## src/rtl/wp_lock_pkg.sv

```systemverilog
package wp_lock_pkg;
  localparam logic [2:0] PS_TIGHT  = 3'b001;
  localparam logic [2:0] PS_LOCKED = 3'b010;
  localparam logic [2:0] PS_OPEN   = 3'b100;
  localparam logic [2:0] WP_STATUS_RST = PS_LOCKED;

  typedef enum logic [1:0] {
    OP_OPEN_RANGE = 2'd0,
    OP_LOCK_RANGE = 2'd1,
    OP_TIGHTEN    = 2'd2,
    OP_OPEN_ALL   = 2'd3
  } wp_op_t;
endpackage

```

## src/rtl/wp_range_regs.sv

```systemverilog
module wp_range_regs #(
  parameter int DATA_W = 16,
  parameter int ADDR_W = 4
) (
  input  logic              clk,
  input  logic              rst,
  input  logic              cold_rst,
  input  logic              hold,
  input  logic              start_we,
  input  logic              end_we,
  input  logic [DATA_W-1:0] wdata,
  output logic [ADDR_W-1:0] lo_q,
  output logic [ADDR_W-1:0] hi_q
);
  logic [ADDR_W-1:0] field;
  assign field = wdata[ADDR_W-1:0];

  always_ff @(posedge clk) begin
    if (rst || cold_rst) begin
      lo_q <= '0;
      hi_q <= '0;
    end else if (!hold) begin
      if (start_we) lo_q <= field;
      if (end_we || start_we) hi_q <= field;
    end
  end
endmodule

```

## src/rtl/wp_prot_array.sv

```systemverilog
module wp_prot_array
  import wp_lock_pkg::*;
#(
  parameter int NUM_BLOCKS = 12,
  parameter int ADDR_W     = 4
) (
  input  logic                    clk,
  input  logic                    cold_rst,
  input  logic                    wr_en,
  input  logic [ADDR_W-1:0]       wr_idx,
  input  logic [2:0]              wr_state,
  input  logic [ADDR_W-1:0]       rd_idx,
  output logic [2:0]              rd_state,
  output logic [3*NUM_BLOCKS-1:0] all_state
);
  localparam logic [ADDR_W:0] NB_W = (ADDR_W+1)'(NUM_BLOCKS);

  logic [2:0] arr [NUM_BLOCKS];

  always_ff @(posedge clk) begin
    if (cold_rst) begin
      for (int i = 0; i < NUM_BLOCKS; i++) arr[i] <= PS_LOCKED;
    end else if (wr_en && ({1'b0, wr_idx} < NB_W)) begin
      arr[wr_idx] <= wr_state;
    end
  end

  always_comb begin
    rd_state = 3'b000;
    if ({1'b0, rd_idx} < NB_W) rd_state = arr[rd_idx];
  end

  for (genvar g = 0; g < NUM_BLOCKS; g++) begin : g_flat
    assign all_state[3*g +: 3] = arr[g];
  end
endmodule

```

## src/rtl/wp_walker.sv

```systemverilog
module wp_walker
  import wp_lock_pkg::*;
#(
  parameter int NUM_BLOCKS = 12,
  parameter int ADDR_W     = 4
) (
  input  logic              clk,
  input  logic              rst,
  input  logic              cold_rst,
  input  logic              cmd_valid,
  input  logic [1:0]        cmd_op,
  input  logic [ADDR_W-1:0] range_lo,
  input  logic [ADDR_W-1:0] range_hi,
  input  logic [2:0]        cur_state,
  output logic [ADDR_W-1:0] idx,
  output logic              busy,
  output logic              done,
  output logic              range_err,
  output logic              wr_en,
  output logic [2:0]        wr_state
);
  localparam logic [ADDR_W:0]   NB_W     = (ADDR_W+1)'(NUM_BLOCKS);
  localparam logic [ADDR_W-1:0] LAST_BLK = ADDR_W'(NUM_BLOCKS-1);

  wp_op_t            op_q;
  logic [ADDR_W-1:0] last_q;
  logic              beyond, halt, finish, write_ok;

  always_comb begin
    unique case (op_q)
      OP_LOCK_RANGE: wr_state = PS_LOCKED;
      OP_TIGHTEN:    wr_state = PS_TIGHT;
      default:       wr_state = PS_OPEN;
    endcase
  end

  always_comb begin
    beyond   = ({1'b0, idx} >= NB_W);
    halt     = 1'b0;
    write_ok = 1'b0;
    if (beyond) begin
      halt = 1'b1;
    end else if (op_q == OP_TIGHTEN) begin
      write_ok = (cur_state != PS_OPEN);
    end else if (cur_state == PS_TIGHT) begin
      halt = 1'b1;
    end else begin
      write_ok = 1'b1;
    end
    finish = halt || (idx == last_q);
    wr_en  = busy && write_ok;
  end

  always_ff @(posedge clk) begin
    if (rst || cold_rst) begin
      busy      <= 1'b0;
      done      <= 1'b0;
      range_err <= 1'b0;
      idx       <= '0;
      last_q    <= '0;
      op_q      <= OP_OPEN_RANGE;
    end else begin
      done      <= 1'b0;
      range_err <= 1'b0;
      if (busy) begin
        if (finish) begin
          busy      <= 1'b0;
          done      <= 1'b1;
          range_err <= beyond;
        end else begin
          idx <= idx + 1'b1;
        end
      end else if (cmd_valid) begin
        op_q <= wp_op_t'(cmd_op);
        if (wp_op_t'(cmd_op) == OP_OPEN_ALL) begin
          idx    <= '0;
          last_q <= LAST_BLK;
          busy   <= 1'b1;
        end else if (range_lo > range_hi) begin
          done <= 1'b1;
        end else begin
          idx    <= range_lo;
          last_q <= range_hi;
          busy   <= 1'b1;
        end
      end
    end
  end
endmodule

```

## src/rtl/wp_lock_mgr.sv

```systemverilog
module wp_lock_mgr
  import wp_lock_pkg::*;
#(
  parameter int NUM_BLOCKS = 12,
  parameter int DATA_W     = 16,
  parameter int ADDR_W     = $clog2(NUM_BLOCKS)
) (
  input  logic                    clk,
  input  logic                    rst,
  input  logic                    cold_rst,
  input  logic                    start_we,
  input  logic                    end_we,
  input  logic [DATA_W-1:0]       addr_wdata,
  input  logic                    cmd_valid,
  input  logic [1:0]              cmd_op,
  output logic [ADDR_W-1:0]       start_addr,
  output logic [ADDR_W-1:0]       end_addr,
  output logic [2:0]              wp_status,
  output logic                    busy,
  output logic                    done,
  output logic                    range_err,
  output logic [3*NUM_BLOCKS-1:0] block_prot
);
  logic [ADDR_W-1:0] walk_idx;
  logic [2:0]        cur_state, wr_state;
  logic              wr_en;

  wp_range_regs #(.DATA_W(DATA_W), .ADDR_W(ADDR_W)) u_regs (
    .clk(clk), .rst(rst), .cold_rst(cold_rst), .hold(busy),
    .start_we(start_we), .end_we(end_we), .wdata(addr_wdata),
    .lo_q(start_addr), .hi_q(end_addr)
  );

  wp_walker #(.NUM_BLOCKS(NUM_BLOCKS), .ADDR_W(ADDR_W)) u_walk (
    .clk(clk), .rst(rst), .cold_rst(cold_rst),
    .cmd_valid(cmd_valid), .cmd_op(cmd_op),
    .range_lo(start_addr), .range_hi(end_addr), .cur_state(cur_state),
    .idx(walk_idx), .busy(busy), .done(done), .range_err(range_err),
    .wr_en(wr_en), .wr_state(wr_state)
  );

  wp_prot_array #(.NUM_BLOCKS(NUM_BLOCKS), .ADDR_W(ADDR_W)) u_arr (
    .clk(clk), .cold_rst(cold_rst),
    .wr_en(wr_en), .wr_idx(walk_idx), .wr_state(wr_state),
    .rd_idx(walk_idx), .rd_state(cur_state), .all_state(block_prot)
  );

  always_ff @(posedge clk) begin
    if (rst || cold_rst) wp_status <= WP_STATUS_RST;
    else if (wr_en)      wp_status <= wr_state;
  end
endmodule

```

## config.mk

```make
export PLATFORM = sky130hd
export DESIGN_NAME = wp_lock_mgr
export DESIGN_NICKNAME = d
export VERILOG_FILES = /design/src/rtl/wp_lock_pkg.sv /design/src/rtl/wp_range_regs.sv /design/src/rtl/wp_prot_array.sv /design/src/rtl/wp_walker.sv /design/src/rtl/wp_lock_mgr.sv
export SDC_FILE = /design/constraint.sdc
export NUM_CORES = 1
export LEC_CHECK = 0
export BUFFER_PORTS_ARGS = -buffer_cell sky130_fd_sc_hd__buf_4
export CAP_MARGIN = 20
export CORE_MARGIN = 3
export CORE_UTILIZATION = 40
export CTS_CLUSTER_SIZE = 14
export DETAILED_ROUTE_END_ITERATION = 16
export PLACE_DENSITY = 0.71
export SLEW_MARGIN = 20
export SYNTH_ARGS = -nofsm -noshare
export SYNTH_HDL_FRONTEND = slang
export SYNTH_SLANG_ARGS = --single-unit
```

## constraint.sdc

```tcl
create_clock -name clk -period 3.3 [get_ports clk]
set_input_delay 0.33 -clock clk [delete_from_list [all_inputs] [get_ports clk]]
set_output_delay 0.33 -clock clk [all_outputs]
set_load 0.03 [all_outputs]
```

After elaboration in Yosys (flattened, before gate mapping)
Memory sizes are Yosys's and may differ from the RTL's. A register that Yosys moved wholly into a read port is not among the register bits.
Cells that the tools add are included.
{"block": "word_totals", "register_bits": 24, "mem_bits_rw": 36, "in_bits": 24, "out_inout_bits": 50, "word_cells": 73, "mem_count": 1}
{"block": "classes", "add_sub_neg": 1, "n_lt_le_gt_ge": 3, "eq_ne": 9, "mux": 35, "bitwise": 2, "reduce_logical": 13}
{"name": "u_arr.arr", "depth": 12, "width": 3, "rd": 13, "rd_ports_with_merged_regs": 1, "write_ports": 12, "line": "wp_prot_array.sv:18", "rtl": "logic [2:0] arr [NUM_BLOCKS];"}
{"op": "4-bit two-way mux", "count": 10}
{"op": "1-bit two-way mux", "count": 22}
{"op": "3-bit two-way mux", "count": 2}
{"op": "3-bit case mux with 2 select lines", "count": 1}
{"op": "2-bit AND reduction", "count": 3}
{"op": "3-bit AND reduction", "count": 2}
{"op": "3-bit OR reduction", "count": 2}
{"op": "4-bit by 1-bit adder with 4-bit output, second input constant", "count": 1}
{"op": "2-bit == test, second input constant", "count": 2}
{"op": "4-bit == test", "count": 1}
{"op": "4-bit greater-or-equal comparator, second input constant", "count": 1}
{"op": "4-bit > comparator", "count": 1}
{"op": "4-bit less-than comparator, second input constant", "count": 1}
{"op": "3-bit by 1-bit == test with 1-bit output, second input constant", "count": 1}
{"op": "1-bit logical OR", "count": 3}
{"op": "3-bit by 1-bit inequality test with 1-bit output, second input constant", "count": 1}
{"op": "3-bit inequality test, second input constant", "count": 1}
{"op": "2-bit by 1-bit == test with 1-bit output, second input constant", "count": 1}
{"op": "1-bit logical AND", "count": 2}
{"op": "2-bit by 1-bit inequality test with 1-bit output, second input constant", "count": 1}
{"op": "2-bit inequality test, second input constant", "count": 1}
{"op": "1-bit NOT", "count": 2}
{"op": "2-bit nonzero test", "count": 1}

Logic depth before layout (Yosys ltp)
{"block": "depth", "ltp_word": 13, "depth_mapped": 8, "mapped_depth_nobuf": 8}

Modules after synthesis
Synthesis repeated with hierarchy kept, for this count alone.
{"block": "unflattened", "hier_cells": 279, "area_unflattened_um2": 3069.2}
{"mod": "wp_prot_array", "n_inst": 1, "cells_each": 136, "area_per_inst_um2": 1805.5, "seq_area_each_um2": 1081.0}
{"mod": "wp_walker", "n_inst": 1, "cells_each": 104, "area_per_inst_um2": 838.3, "seq_area_each_um2": 260.2}
{"mod": "wp_range_regs", "n_inst": 1, "cells_each": 29, "area_per_inst_um2": 317.8, "seq_area_each_um2": 160.2}
{"mod": "wp_lock_mgr", "n_inst": 1, "cells_each": 10, "area_per_inst_um2": 107.6, "seq_area_each_um2": 60.1}

Worst setup path before layout
OpenSTA, ideal clock, no wires.
{"block": "synth_timing", "path_type": "register to register", "start": "memory u_arr.arr[3][2]", "end": "memory u_arr.arr[0][0], enable pin", "setup_time_ns": 0.303, "t_arrival_ns": 2.479, "required_time_ns": 2.997, "slack_ns": 0.518, "path_stages_with_launch": 8, "n_path_buf": 1, "period_less_slack_ns": 2.782, "path_cell_list": "edfxtp_1 mux4_1 mux2_2 and2_1 mux4_2 nand2_2 buf_4 a41o_1"}
{"item": "start, declared", "line": "wp_prot_array.sv:18"}

==> results.sh <==
export IMPL_track_usage_pct=17.46
export IMPL_ctsResizeCount=0
export IMPL_final_util_pct=51.49
export IMPL_async_flop_share_pct=0
export IMPL_p_switching_w=0.0005515
export IMPL_cp_data_arrival_time_ps=3060
export IMPL_slowest_stage="mux4_1"
export IMPL_ant_nets=0
export IMPL_peakVddDrop_uv=163.0
export IMPL_die_x_um=103.3
export IMPL_vias=2832
export IMPL_crit_path_max_fanout=12
export IMPL_start_util_pct=42.22
export IMPL_max_slew_margin_pct=43.71
export IMPL_totalWireLength_um=9033
export IMPL_hpwl_um=6628
export IMPL_num_rows=34
export IMPL_area_delta_synth_final_pct=21.95
export IMPL_powerDensity_nw_per_um2=445.5
export IMPL_cts_htree_levels=3
export IMPL_power_leakage_nw=1.764
export IMPL_worstPathCellList="buf_12 > mux4_1 > mux2_2 > and2_1 > mux4_2 > nand2_2 > a41o_1"
export IMPL_synth_distinct_cells=45
export IMPL_skew_ps=13.30
export IMPL_synth_seq_area_share_pct=52.82
export IMPL_first_global_vias=2795
export IMPL_cts_setup_buffers=0
export IMPL_cts_hold_buf=0
export IMPL_status="finished, final reports clean"
export IMPL_place_congestion=0.8232
export IMPL_p_comb_share_pct=13.6
export IMPL_grt_pass1_wl_um=14100
export IMPL_synth_edff_count=48
export IMPL_clock_latency_ps=350
export IMPL_ctsRootBufferMaster="clkbuf_8"
export IMPL_final_cells=525
export IMPL_clkPwrFrac_pct=34.3
export IMPL_power_total_w=0.002059
export IMPL_drt_initial_drc_count=148
export IMPL_timing_final_crit_share_pct=91.36
export IMPL_coreArea_um2=8976
export IMPL_rsz0062_at_grt="false"
export IMPL_cts_tree="done"
export IMPL_whs_ps=218.8
export IMPL_die_area_um2=10680
export IMPL_startpoint_type="flip-flop"
export IMPL_port_buffers=61
export IMPL_slew_viol_final=0
export IMPL_seq_power_share_pct=52.0
export IMPL_grt_start_max_net_pins=31
export IMPL_antenna_found_initial=0
export IMPL_numCtsBuffers=9
export IMPL_clk_pin_slew_ps=80
export IMPL_max_cap_violations=0
export IMPL_dr_pass1_iters=4
export IMPL_power_internal_w=0.001507
export IMPL_yosys_warnings=0
export IMPL_synth_avg_cell_area_um2=11.77
export IMPL_dp_cells=509
export IMPL_die_h_um=103.3
export IMPL_clock_sinks=76
export IMPL_nets=429
export IMPL_ys_seq_elements=76
export IMPL_critical_path_class="flip-flop to flip-flop"
export IMPL_final_layout_size_suffix_gt1_share_pct=25.31
export IMPL_critical_path_buf_inv_count=1
export IMPL_cts_max_path_buffers=2
export IMPL_ys_flop_type="edfxtp_1"
export IMPL_via_per_inst=5.394
export IMPL_wl_per_cell_um=17.21
export IMPL_setup_tns_ps=0
export IMPL_gr_total_overflow=0
export IMPL_min_path_type="input pin to flip-flop"
export IMPL_pin_count=74
export IMPL_setup_viol=0
export IMPL_crit_required_ps=3350
export IMPL_worst_setup_path_end_kind="flip-flop"
export IMPL_switching_share_pct=26.79
export IMPL_syn_cell_area_um2=3790
export IMPL_max_freq_ghz=0.3317
export IMPL_synth_cells=322
export IMPL_tightestPinTransition_ps=837.9
export IMPL_cpLargestDelayFamily="multiplexers"
export IMPL_antenna_cells=0
export IMPL_max_stage_delay_ps=570
export IMPL_drc=0
export IMPL_finalCriticalPeriod_ps=3015
export IMPL_hold_viol_final=0
layout by cell type (no fill, tap or decap), types with 2 or more instances in the layout:
cell type  count
a21oi_1       17
a221oi_1       2
a311o_1        2
a311oi_1       2
a31oi_1        2
a41o_1        12
and2_1         3
buf_4         70
clkbuf_8       9
conb_1        12
dfxtp_1       28
edfxtp_1      48
ha_1          11
inv_1         11
inv_6          3
mux2_2         3
mux2i_1       11
mux4_1        10
mux4_2         4
nand2_1       27
nand2b_1       2
nand3_1       15
nand4_1        4
nor2_1        42
nor2b_1        5
nor3_1         2
nor3b_1        4
o211ai_1       7
o21a_1         2
o21ai_0        2
o21ai_2        2
o41a_1         3
or2_2          3
xor2_1         4
cells in the mapped netlist, types with 4 or more instances:
cell type | number | area [µm²]
nand4_1 | 4 | 25.02
buf_1 | 5 | 18.77
nor2b_1 | 5 | 31.28
nand2_1 | 27 | 101.4
o211ai_1 | 7 | 52.55
clkbuf_1 | 11 | 41.29
a21oi_1 | 17 | 85.08
nand3_1 | 15 | 75.07
xor2_1 | 4 | 35.03
ha_1 | 11 | 137.6
nor2_1 | 42 | 157.7
dfxtp_1 | 28 | 560.5
mux4_2 | 4 | 90.09
mux4_1 | 10 | 262.8
a41o_1 | 12 | 120.1
mux2i_1 | 11 | 110.1
inv_1 | 11 | 41.29
nor3b_1 | 4 | 30.03
edfxtp_1 | 48 | 1441
worst reg2reg max path, cell delays in order (launching register included):
cell	delay, ps
dfxtp_1	370
buf_12	160
mux4_1	570
mux2_2	330
and2_1	170
mux4_2	550
nand2_2	240
a41o_1	320
final cells by class:
cell class | count | area (µm²)
fill | 802 | 4354
tap | 126 | 157.7
sequential | 76 | 2002
timing repair buffer | 71 | 545.5
clock inverter | 7 | 72.57
inverter | 11 | 41.29
multi-input combinational | 225 | 1679
clock buffer | 9 | 123.9
metrics by stage:
step / instance area (µm²) / setup WS (ps)
6_report: 4622 / 285.0
5_1_grt: 4622 / 230.6
4_1_cts: 4622 / 280.0
3_5_place_dp: 4425 / 319.5
3_3_place_gp: 4425 / 377.1
2_1_floorplan: 3831 / 517.8
state kept, by name, summed over array words and instances (netlist names), named ones only:
signal / cells
u_walk.last_q: 4
wp_status: 3
u_walk.idx: 4
u_walk.range_err: 1
u_walk.op_q: 2
u_regs.lo_q: 4
u_regs.hi_q: 4
u_walk.done: 1
u_arr.arr: 48
u_walk.busy: 1
kinds of logic after synthesis:
kind of cell    count (synthesis)  synth area share (%)
flops                          76                 52.82
buf+inv                        32                 3.962
simple gates                  111                 13.34
xor+xnor                        4                0.9243
fa+ha+maj                      11                 3.632
compound gates                 58                 11.72
mux                            29                 13.50
other cells                     1               0.09895
final timing paths:
check | startpoint | endpoint | slack, ps | cells past startpoint
min reg2reg | u_walk.op_q[0]$_SDFFE_PP0P_ | u_walk.op_q[0]$_SDFFE_PP0P_ | 500 | 2
max reg2reg | flip-flop | u_arr.arr[6][1]$_SDFFCE_PN1P_ | 280 | 7
min | addr_wdata[0] | u_regs.lo_q[0]$_SDFFE_PP0P_ | 220 | 3
max | flip-flop | u_arr.arr[6][1]$_SDFFCE_PN1P_ | 280 | 7
layer usage:
layer  share of wire, %  vias up  GRT usage, %
met5                  0        -             0
li1                   -     1345             -
met1                 42     1397         21.71
met4                2.0        0         7.968
met3                4.6       15         3.823
met2                 51       75         29.02
power by group through the flow:
stage | Clock, W | Sequential, W | Combinational, W
after floorplan | 0 | 0.00112 | 0.000165
after global placement | 0 | 0.00109 | 0.000272
after detailed placement | 0 | 0.00109 | 0.000278
after CTS | 0.000723 | 0.00107 | 0.000281
after global routing | 0.000757 | 0.00108 | 0.000305
final | 0.000707 | 0.00107 | 0.000281
Note: power is estimated with default switching activity, not from simulation.
